==> config.mk <==
export PLATFORM = sky130hd
export DESIGN_NAME = phy_port_autosel
export DESIGN_NICKNAME = d
export VERILOG_FILES = /design/src/rtl/phy_autosel_pkg.sv /design/src/rtl/phy_autosel_mode_dec.sv /design/src/rtl/phy_autosel_quiet_timer.sv /design/src/rtl/phy_autosel_switch.sv /design/src/rtl/phy_port_autosel.sv
export SDC_FILE = /design/constraint.sdc
export NUM_CORES = 1
export LEC_CHECK = 0
export BUFFER_PORTS_ARGS = -buffer_cell sky130_fd_sc_hd__buf_2
export CAP_MARGIN = 5
export CORE_MARGIN = 2
export CORE_UTILIZATION = 50
export CTS_CLUSTER_DIAMETER = 100
export CTS_CLUSTER_SIZE = 8
export DETAILED_ROUTE_END_ITERATION = 8
export PLACE_DENSITY_LB_ADDON = 0.3
export SYNTH_ARGS = -nofsm -noshare
export SYNTH_HDL_FRONTEND = slang
export SYNTH_SLANG_ARGS = --single-unit
==> constraint.sdc <==
create_clock -name clk -period 3.35 [get_ports clk]
set_input_delay 0.335 -clock clk [delete_from_list [all_inputs] [get_ports clk]]
set_output_delay 0.335 -clock clk [all_outputs]
set_load 0.05 [all_outputs]
==> src/rtl/phy_autosel_pkg.sv <==
package phy_autosel_pkg;

   typedef enum logic [1:0] {
      MODE_TP_FORCED  = 2'd0,
      MODE_AUI_FORCED = 2'd1,
      MODE_AUTO       = 2'd2
   } port_mode_e;

   typedef enum logic {
      PORT_TP  = 1'b0,
      PORT_AUI = 1'b1
   } port_e;

endpackage

==> src/rtl/phy_autosel_mode_dec.sv <==
module phy_autosel_mode_dec
   import phy_autosel_pkg::*;
(
   input  logic       cfg_aui_only,
   input  logic       cfg_auto_sel,
   output port_mode_e mode
);

   always_comb begin
      if (cfg_aui_only)      mode = MODE_AUI_FORCED;
      else if (cfg_auto_sel) mode = MODE_AUTO;
      else                   mode = MODE_TP_FORCED;
   end

   always_comb begin
      a_aui_priority_r3 : assert (!cfg_aui_only || mode == MODE_AUI_FORCED);
   end

endmodule

==> src/rtl/phy_autosel_quiet_timer.sv <==
module phy_autosel_quiet_timer
   import phy_autosel_pkg::*;
#(
   parameter int unsigned TIMEOUT_CYCLES = 12_500_000,
   localparam int unsigned CNT_W = $clog2(TIMEOUT_CYCLES + 1)
) (
   input  logic       clk,
   input  logic       rst_n,
   input  port_mode_e mode,
   input  logic       activity,
   output logic       quiet
);

   localparam logic [CNT_W-1:0] LOAD = CNT_W'(TIMEOUT_CYCLES);

   logic [CNT_W-1:0] cnt_q;

   always_ff @(posedge clk or negedge rst_n) begin
      if (!rst_n)                   cnt_q <= LOAD;
      else if (mode != MODE_AUTO)   cnt_q <= LOAD;
      else if (activity)            cnt_q <= LOAD;
      else if (cnt_q != '0)         cnt_q <= cnt_q - 1'b1;
   end

   assign quiet = (cnt_q == '0);

   p_reload_clears_quiet_r7 : assert property (@(posedge clk) disable iff (!rst_n)
      (mode == MODE_AUTO && activity) |=> !quiet);

   p_forced_never_quiet_r2 : assert property (@(posedge clk) disable iff (!rst_n)
      (mode != MODE_AUTO) |=> !quiet);

endmodule

==> src/rtl/phy_autosel_switch.sv <==
module phy_autosel_switch
   import phy_autosel_pkg::*;
(
   input  logic       clk,
   input  logic       rst_n,
   input  port_mode_e mode,
   input  logic       quiet,
   input  logic       bus_busy,
   output port_e      sel_q
);

   port_e want;

   always_comb begin
      unique case (mode)
         MODE_AUI_FORCED: want = PORT_AUI;
         MODE_AUTO:       want = quiet ? PORT_AUI : PORT_TP;
         default:         want = PORT_TP;
      endcase
   end

   always_ff @(posedge clk or negedge rst_n) begin
      if (!rst_n)         sel_q <= PORT_TP;
      else if (!bus_busy) sel_q <= want;
   end

   p_hold_while_busy_r8 : assert property (@(posedge clk) disable iff (!rst_n)
      bus_busy |=> $stable(sel_q));

   p_forced_tp_r2 : assert property (@(posedge clk) disable iff (!rst_n)
      (mode == MODE_TP_FORCED && !bus_busy) |=> sel_q == PORT_TP);

endmodule

==> src/rtl/phy_port_autosel.sv <==
module phy_port_autosel
   import phy_autosel_pkg::*;
#(
   parameter int unsigned TIMEOUT_CYCLES = 12_500_000
) (
   input  logic       clk,
   input  logic       rst_n,
   input  logic       cfg_aui_only,
   input  logic       cfg_auto_sel,
   input  logic       tp_link_pulse,
   input  logic       tp_pkt_valid,
   input  logic       bus_busy,
   output logic       port_sel_aui,
   output logic       tp_pwr_en,
   output logic       aui_pwr_en,
   output logic [1:0] active_port
);

   if (TIMEOUT_CYCLES < 2) begin : g_bad_timeout
      $error("TIMEOUT_CYCLES must be at least 2");
   end

   port_mode_e mode;
   logic       quiet;
   logic       activity;
   port_e      sel;

   assign activity = tp_link_pulse | tp_pkt_valid;

   phy_autosel_mode_dec u_mode (
      .cfg_aui_only (cfg_aui_only),
      .cfg_auto_sel (cfg_auto_sel),
      .mode         (mode)
   );

   phy_autosel_quiet_timer #(.TIMEOUT_CYCLES(TIMEOUT_CYCLES)) u_timer (
      .clk      (clk),
      .rst_n    (rst_n),
      .mode     (mode),
      .activity (activity),
      .quiet    (quiet)
   );

   phy_autosel_switch u_switch (
      .clk      (clk),
      .rst_n    (rst_n),
      .mode     (mode),
      .quiet    (quiet),
      .bus_busy (bus_busy),
      .sel_q    (sel)
   );

   assign port_sel_aui = (sel == PORT_AUI);
   assign aui_pwr_en   = port_sel_aui;
   assign tp_pwr_en    = !port_sel_aui || (mode == MODE_AUTO);
   assign active_port  = port_sel_aui ? 2'b10 : 2'b01;

   p_status_onehot_r9 : assert property (@(posedge clk) disable iff (!rst_n)
      $countones(active_port) == 1 && active_port[1] == aui_pwr_en);

   p_listen_in_auto_r5 : assert property (@(posedge clk) disable iff (!rst_n)
      (mode == MODE_AUTO && port_sel_aui) |-> tp_pwr_en);

   p_fallback_cause_r4 : assert property (@(posedge clk) disable iff (!rst_n)
      $rose(port_sel_aui) |-> $past(mode == MODE_AUI_FORCED || quiet));

   p_activity_returns_r6 : assert property (@(posedge clk) disable iff (!rst_n)
      (mode == MODE_AUTO && activity && !bus_busy) ##1 (mode == MODE_AUTO && !bus_busy)
      |=> !port_sel_aui);

   p_forced_aui_tp_off_r3 : assert property (@(posedge clk) disable iff (!rst_n)
      (mode == MODE_AUI_FORCED && port_sel_aui) |-> !tp_pwr_en);

endmodule

* Word level (Yosys, flattened, before mapping)
Index checks and enable logic that the tools add are counted.
** Word-level totals
- Register bits :: 25
- Input port bits :: 7
- Output and inout port bits :: 5
- Word-level logic and storage cells :: 20
** Cells by class
- Add/subtract/negate cells :: 1
- Equal/unequal tests :: 3
- Multiplexer cells :: 8
- Bitwise gates (word level) :: 1
- Reduce and logical (&&, ||, !) cells :: 5
** Operators with widths (count)
- $mux 24 :: 3
- $logic_not 24->1 :: 1
- $reduce_bool 24->1 :: 1
- $sub 24x1->24 const B :: 1
- $mux 2 :: 3
- $reduce_bool 3->1 :: 1
- $eq 2x1->1 const B :: 1
- $eq 2x2->1 const B :: 1
- $ne 2x2->1 const B :: 1
- $pmux 1 s2 :: 1
- $logic_not 1->1 :: 1
- $logic_or 1x1->1 :: 1
- $mux 1 :: 1
- $or 1x1->1 :: 1

* Longest topological paths before layout
- Depth in word-level cells :: 4
- Gate-level depth with buffers :: 6
- Gate-level depth less buffers :: 6

* By module
Synthesis repeated with hierarchy kept, for this count alone.
** Unflattened totals
- Cell total of the unflattened synthesis :: 163
- Area total of the unflattened synthesis :: 1555.2 µm²
** Modules (own cells, without submodules)
- phy_autosel_quiet_timer :: times used 1, cells each 147, area each 1421.4 µm², sequential area each 615.6 µm²
- phy_autosel_switch :: times used 1, cells each 8, area each 78.8 µm², sequential area each 25.0 µm²
- phy_port_autosel :: times used 1, cells each 6, area each 33.8 µm², sequential area each 0.0 µm²
- phy_autosel_mode_dec :: times used 1, cells each 2, area each 21.3 µm², sequential area each 0.0 µm²

* Worst setup path before layout
OpenSTA, ideal clock, no wires.
- Kind :: register to register
- Start :: register u_timer.cnt_q[19]
- End :: register u_timer.cnt_q[11]
- Setup time :: 0.072 ns
- Data arrival time :: 1.893 ns
- Data required time :: 3.278 ns
- Path slack :: 1.385 ns
- Cell stages (with the launch flop) :: 7
- Path buffers :: 1
- Period minus slack after synthesis :: 1.965 ns
- Path through :: dfstp_2 > or4_4 > or2_1 > buf_6 > o31a_1 > and4_4 > o21ai_1
** Between the ends
- Cells in the longest elaborated chain, start to end :: 2
** Ends and longest elaborated chain
- start, declared :: line phy_autosel_quiet_timer.sv:16 : logic [CNT_W-1:0] cnt_q;
- start signal, assigned :: line phy_autosel_quiet_timer.sv:22 : else if (cnt_q != '0) cnt_q <= cnt_q - 1'b1;
- $reduce_bool 24->1 :: line phy_autosel_quiet_timer.sv:22
- $reduce_bool 3->1 (no line)
No other way between the ends.
A chain may end at the register's enable or synchronous reset.

* Worst setup path in the final report
- Start :: register u_timer.cnt_q[2]
- End :: register u_timer.cnt_q[9]
** Between the ends
- Cells in the longest elaborated chain, start to end :: 4
- Elaborated cells on any way between the ends :: 6
- Those cells by class :: 1 x add/sub; 3 x mux; 2 x reduce/logical
** Ends and longest elaborated chain
- $sub 24x1->24 :: line phy_autosel_quiet_timer.sv:22
- $mux 24 :: line phy_autosel_quiet_timer.sv:22
- $mux 24 :: line phy_autosel_quiet_timer.sv:21 : else if (activity) cnt_q <= LOAD;
- $mux 24 :: line phy_autosel_quiet_timer.sv:20 : else if (mode != MODE_AUTO) cnt_q <= LOAD;
Several ways; a longest one is shown, not always the timed one. The select of a mux whose other input is x is not followed.

==> metrics <==
status=finished clean; first-pass GRT wire length=slightly above 5000 um; post-synthesis compound-gate area fraction=14.6%; CP required=3.57 ns; # Max-Cap Violations=0; CP max stage cell=o31ai_2; Final Non-Filler Cells=193; Hold WS=0.174 ns; CP cell instances=nor4_2 > nand3_1 > o31ai_2 > or4_1 > a21oi_1; CTS resizes=0; number of global-route vias before repair=1070; hold depth=2; multiplexer share of the synthesized area=0.704%; worst r2r dst=u_timer.cnt_q[9]; cells after synthesis=150; Setup WS post-layout=1.07 ns; CTS clk-pin slew, worst paths=0.15 ns; CTS max path bufs=2; Synth Area in Adders=0.880%; headroom to the max-slew limit=62.2%; highest metal used=met4; post-synthesis simple-gate area fraction=29.8%; most frequent cell after synthesis=nor2_1; final setup TNS=0 ns; Slew Viols, Final=0; crit path max fanout=7; area grow syn2layout=7.56%; # diodes=0; RSZ-0062 raised after global routing=no; met3 WL=146 um; Synth Cell Area=1420 um2; endpoints failing setup=0; IO Port Bufs=11; # placed instances=188; R2R setup slack=1.07 ns; grt ovf=0; TritonCTS clock tree=done; wire length on met2=1430 um; Synth Flop Type=dfrtp_1; Worst setup SP type=flop; minimum clock period=roughly 2.3 ns; VDD IR max=0.321 mV; count of standard-cell rows=19; Crit Path Class=flop to flop; total wire length=3040 um; Layout Nets=171; period utilization=between 60% and 70%; Synth Area in XOR/XNOR=approximately 5.5%; Initial Utilization=52.0%; largest net degree at the start of global routing=26; Crit. End Element=flop; worst flop-to-flop path startpoint=u_timer.cnt_q[2]; R2R cell count=5; vias per cell=~6.3; DRC=0; Finished Core Util=56.0%; core area=2730 um2; Min-Delay Endpoint=u_switch.sel_q; Least-Margin Pin Slew=about 0.55 ns; Post-Place Setup Slack=1.11 ns; Initial DRC Count=84; routed via count=roughly 1.2k; die area=3290 um2; Die X=57.3 um; DRT antenna net count=0; ys async rst share=100%; CTS sink count=25; Ys Warns=0; largest family of logic cells by synthesized area=simple AND/OR/NAND/NOR gates; leading area contributor after synthesis=dfrtp_1; number of enable flip-flop cells after synthesis=0; share of layout cells above drive strength 1=22.2%; DRT Pass-1 Iters=4; Pwr Density=334 nW/um2; CP max stage delay=approximately 0.54 ns; syn_nets=158; Tot GR Track Use=roughly a fifth; hpwl dp=between 2000 and 2500 um; clk root buf=clkbuf_4; latest clock arrival within the worst-skew pair=0.33 ns; largest cells by area after synthesis=dfrtp_1 (23%), dfstp_2 (22%), xnor2_1 (4.9%); M1 WL=1450 um; clock skew=0.00980 ns; Routability Congestion=0.954; htree depth=1; Worst Hold Class=input port to flop; Hold Path Origin=bus_busy; Lkg Pwr=slightly below 0.6 nW; I/O Pins=12; antenna violations before repair=0; Power, Total=roughly 0.51 mW; die height=57.3 um; Max Freq=438 MHz; Final Hold Vio Count=0; sequential share of the synthesized area=between 40% and 50%; post-synth top area share=a little under a quarter; Post-synth top cells=nor2_1 (15), dfrtp_1 (13), dfstp_2 (12); Yosys cell types=41; Synth Register Bits=25; Finished Cell Area=1530 um2; Area after DPL=1490 um2; wire per inst=between 15 and 20 um; WP data arrival=2.50 ns; Post-Syn Area per Cell=around 9.5 um2; CTS Buf Count=3
==> repair_timing <==
item | 4_1_cts | 5_1_grt
setup buffers | 0 | 0
hold buffers | 1 | 0
hold endpoints to repair | 13 | 0
==> worst max-delay path by stage <==
stage	end	cells after the start	slack, ns	from
finish	u_timer.cnt_q[9]	5	1.07	u_timer.cnt_q[2]
detailed placement	u_timer.cnt_q[9]	5	1.11	u_timer.cnt_q[2]
CTS	u_timer.cnt_q[9]	5	1.08	u_timer.cnt_q[2]
floorplan	u_timer.cnt_q[11]	6	1.38	u_timer.cnt_q[19]
global placement	u_timer.cnt_q[9]	5	1.13	u_timer.cnt_q[2]
global route	u_timer.cnt_q[0]	5	0.83	u_timer.cnt_q[2]
==> layer usage <==
metal	track usage, %	up-vias
met3	4.76	2
met4	3.32	0
met2	31.8	34
li1	-	586
met5	0	-
met1	28.6	589
==> sequential cells by signal, summed over array words and instances (netlist names) <==
name	flops
u_switch.sel_q	1
u_timer.cnt_q	24
==> critical path, delay by kind of cell (launching register included) <==
family	cells	cell delay (ns)
AO/OA/AOI/OAI	2	0.60
flip-flops	1	0.48
AND/OR/NAND/NOR	3	1.08
==> kinds of logic after synthesis <==
kind of cell / count (synthesis)
compound gates: 32
xor+xnor: 9
fa+ha+maj: 1
buf+inv: 9
flops: 25
mux: 1
simple gates: 73
==> layout make-up <==
class / instances / area (um2)
clock buffers: 3 / 22.5
clock inverters: 1 / 7.51
fillers: 248 / 1200
inverters: 4 / 15.0
multi-input cells: 116 / 733
flip-flops and latches: 25 / 641
well taps: 31 / 38.8
repair buffers: 13 / 72.6
==> power by group <==
part | internal (mW) | switching [mW]
combinational | 0.0164 | 0.0432
clock | 0.0458 | 0.0965
sequential | 0.306 | 0.00393
==> layout by cell type (no fill, tap or decap), types with 3 or more instances in the layout <==
| cell | netlist | final |
|---|---|---|
| buf_2 | 0 | 11 |
| and3_1 | 5 | 5 |
| inv_1 | 4 | 4 |
| or4_1 | 4 | 4 |
| xnor2_1 | 8 | 8 |
| or3_1 | 6 | 6 |
| nor2_1 | 15 | 15 |
| o21ai_1 | 3 | 3 |
| clkbuf_4 | 0 | 3 |
| dfrtp_1 | 13 | 13 |
| o31ai_1 | 4 | 4 |
| nor4_1 | 7 | 7 |
| o21ai_0 | 3 | 3 |
| nor3_1 | 4 | 4 |
| a31oi_1 | 4 | 4 |
| a21oi_1 | 9 | 9 |
| dfstp_2 | 12 | 12 |
| nand3_1 | 5 | 5 |
| nand2_1 | 11 | 11 |
| nand4_1 | 3 | 3 |
Power figures use the tool's default switching activity.
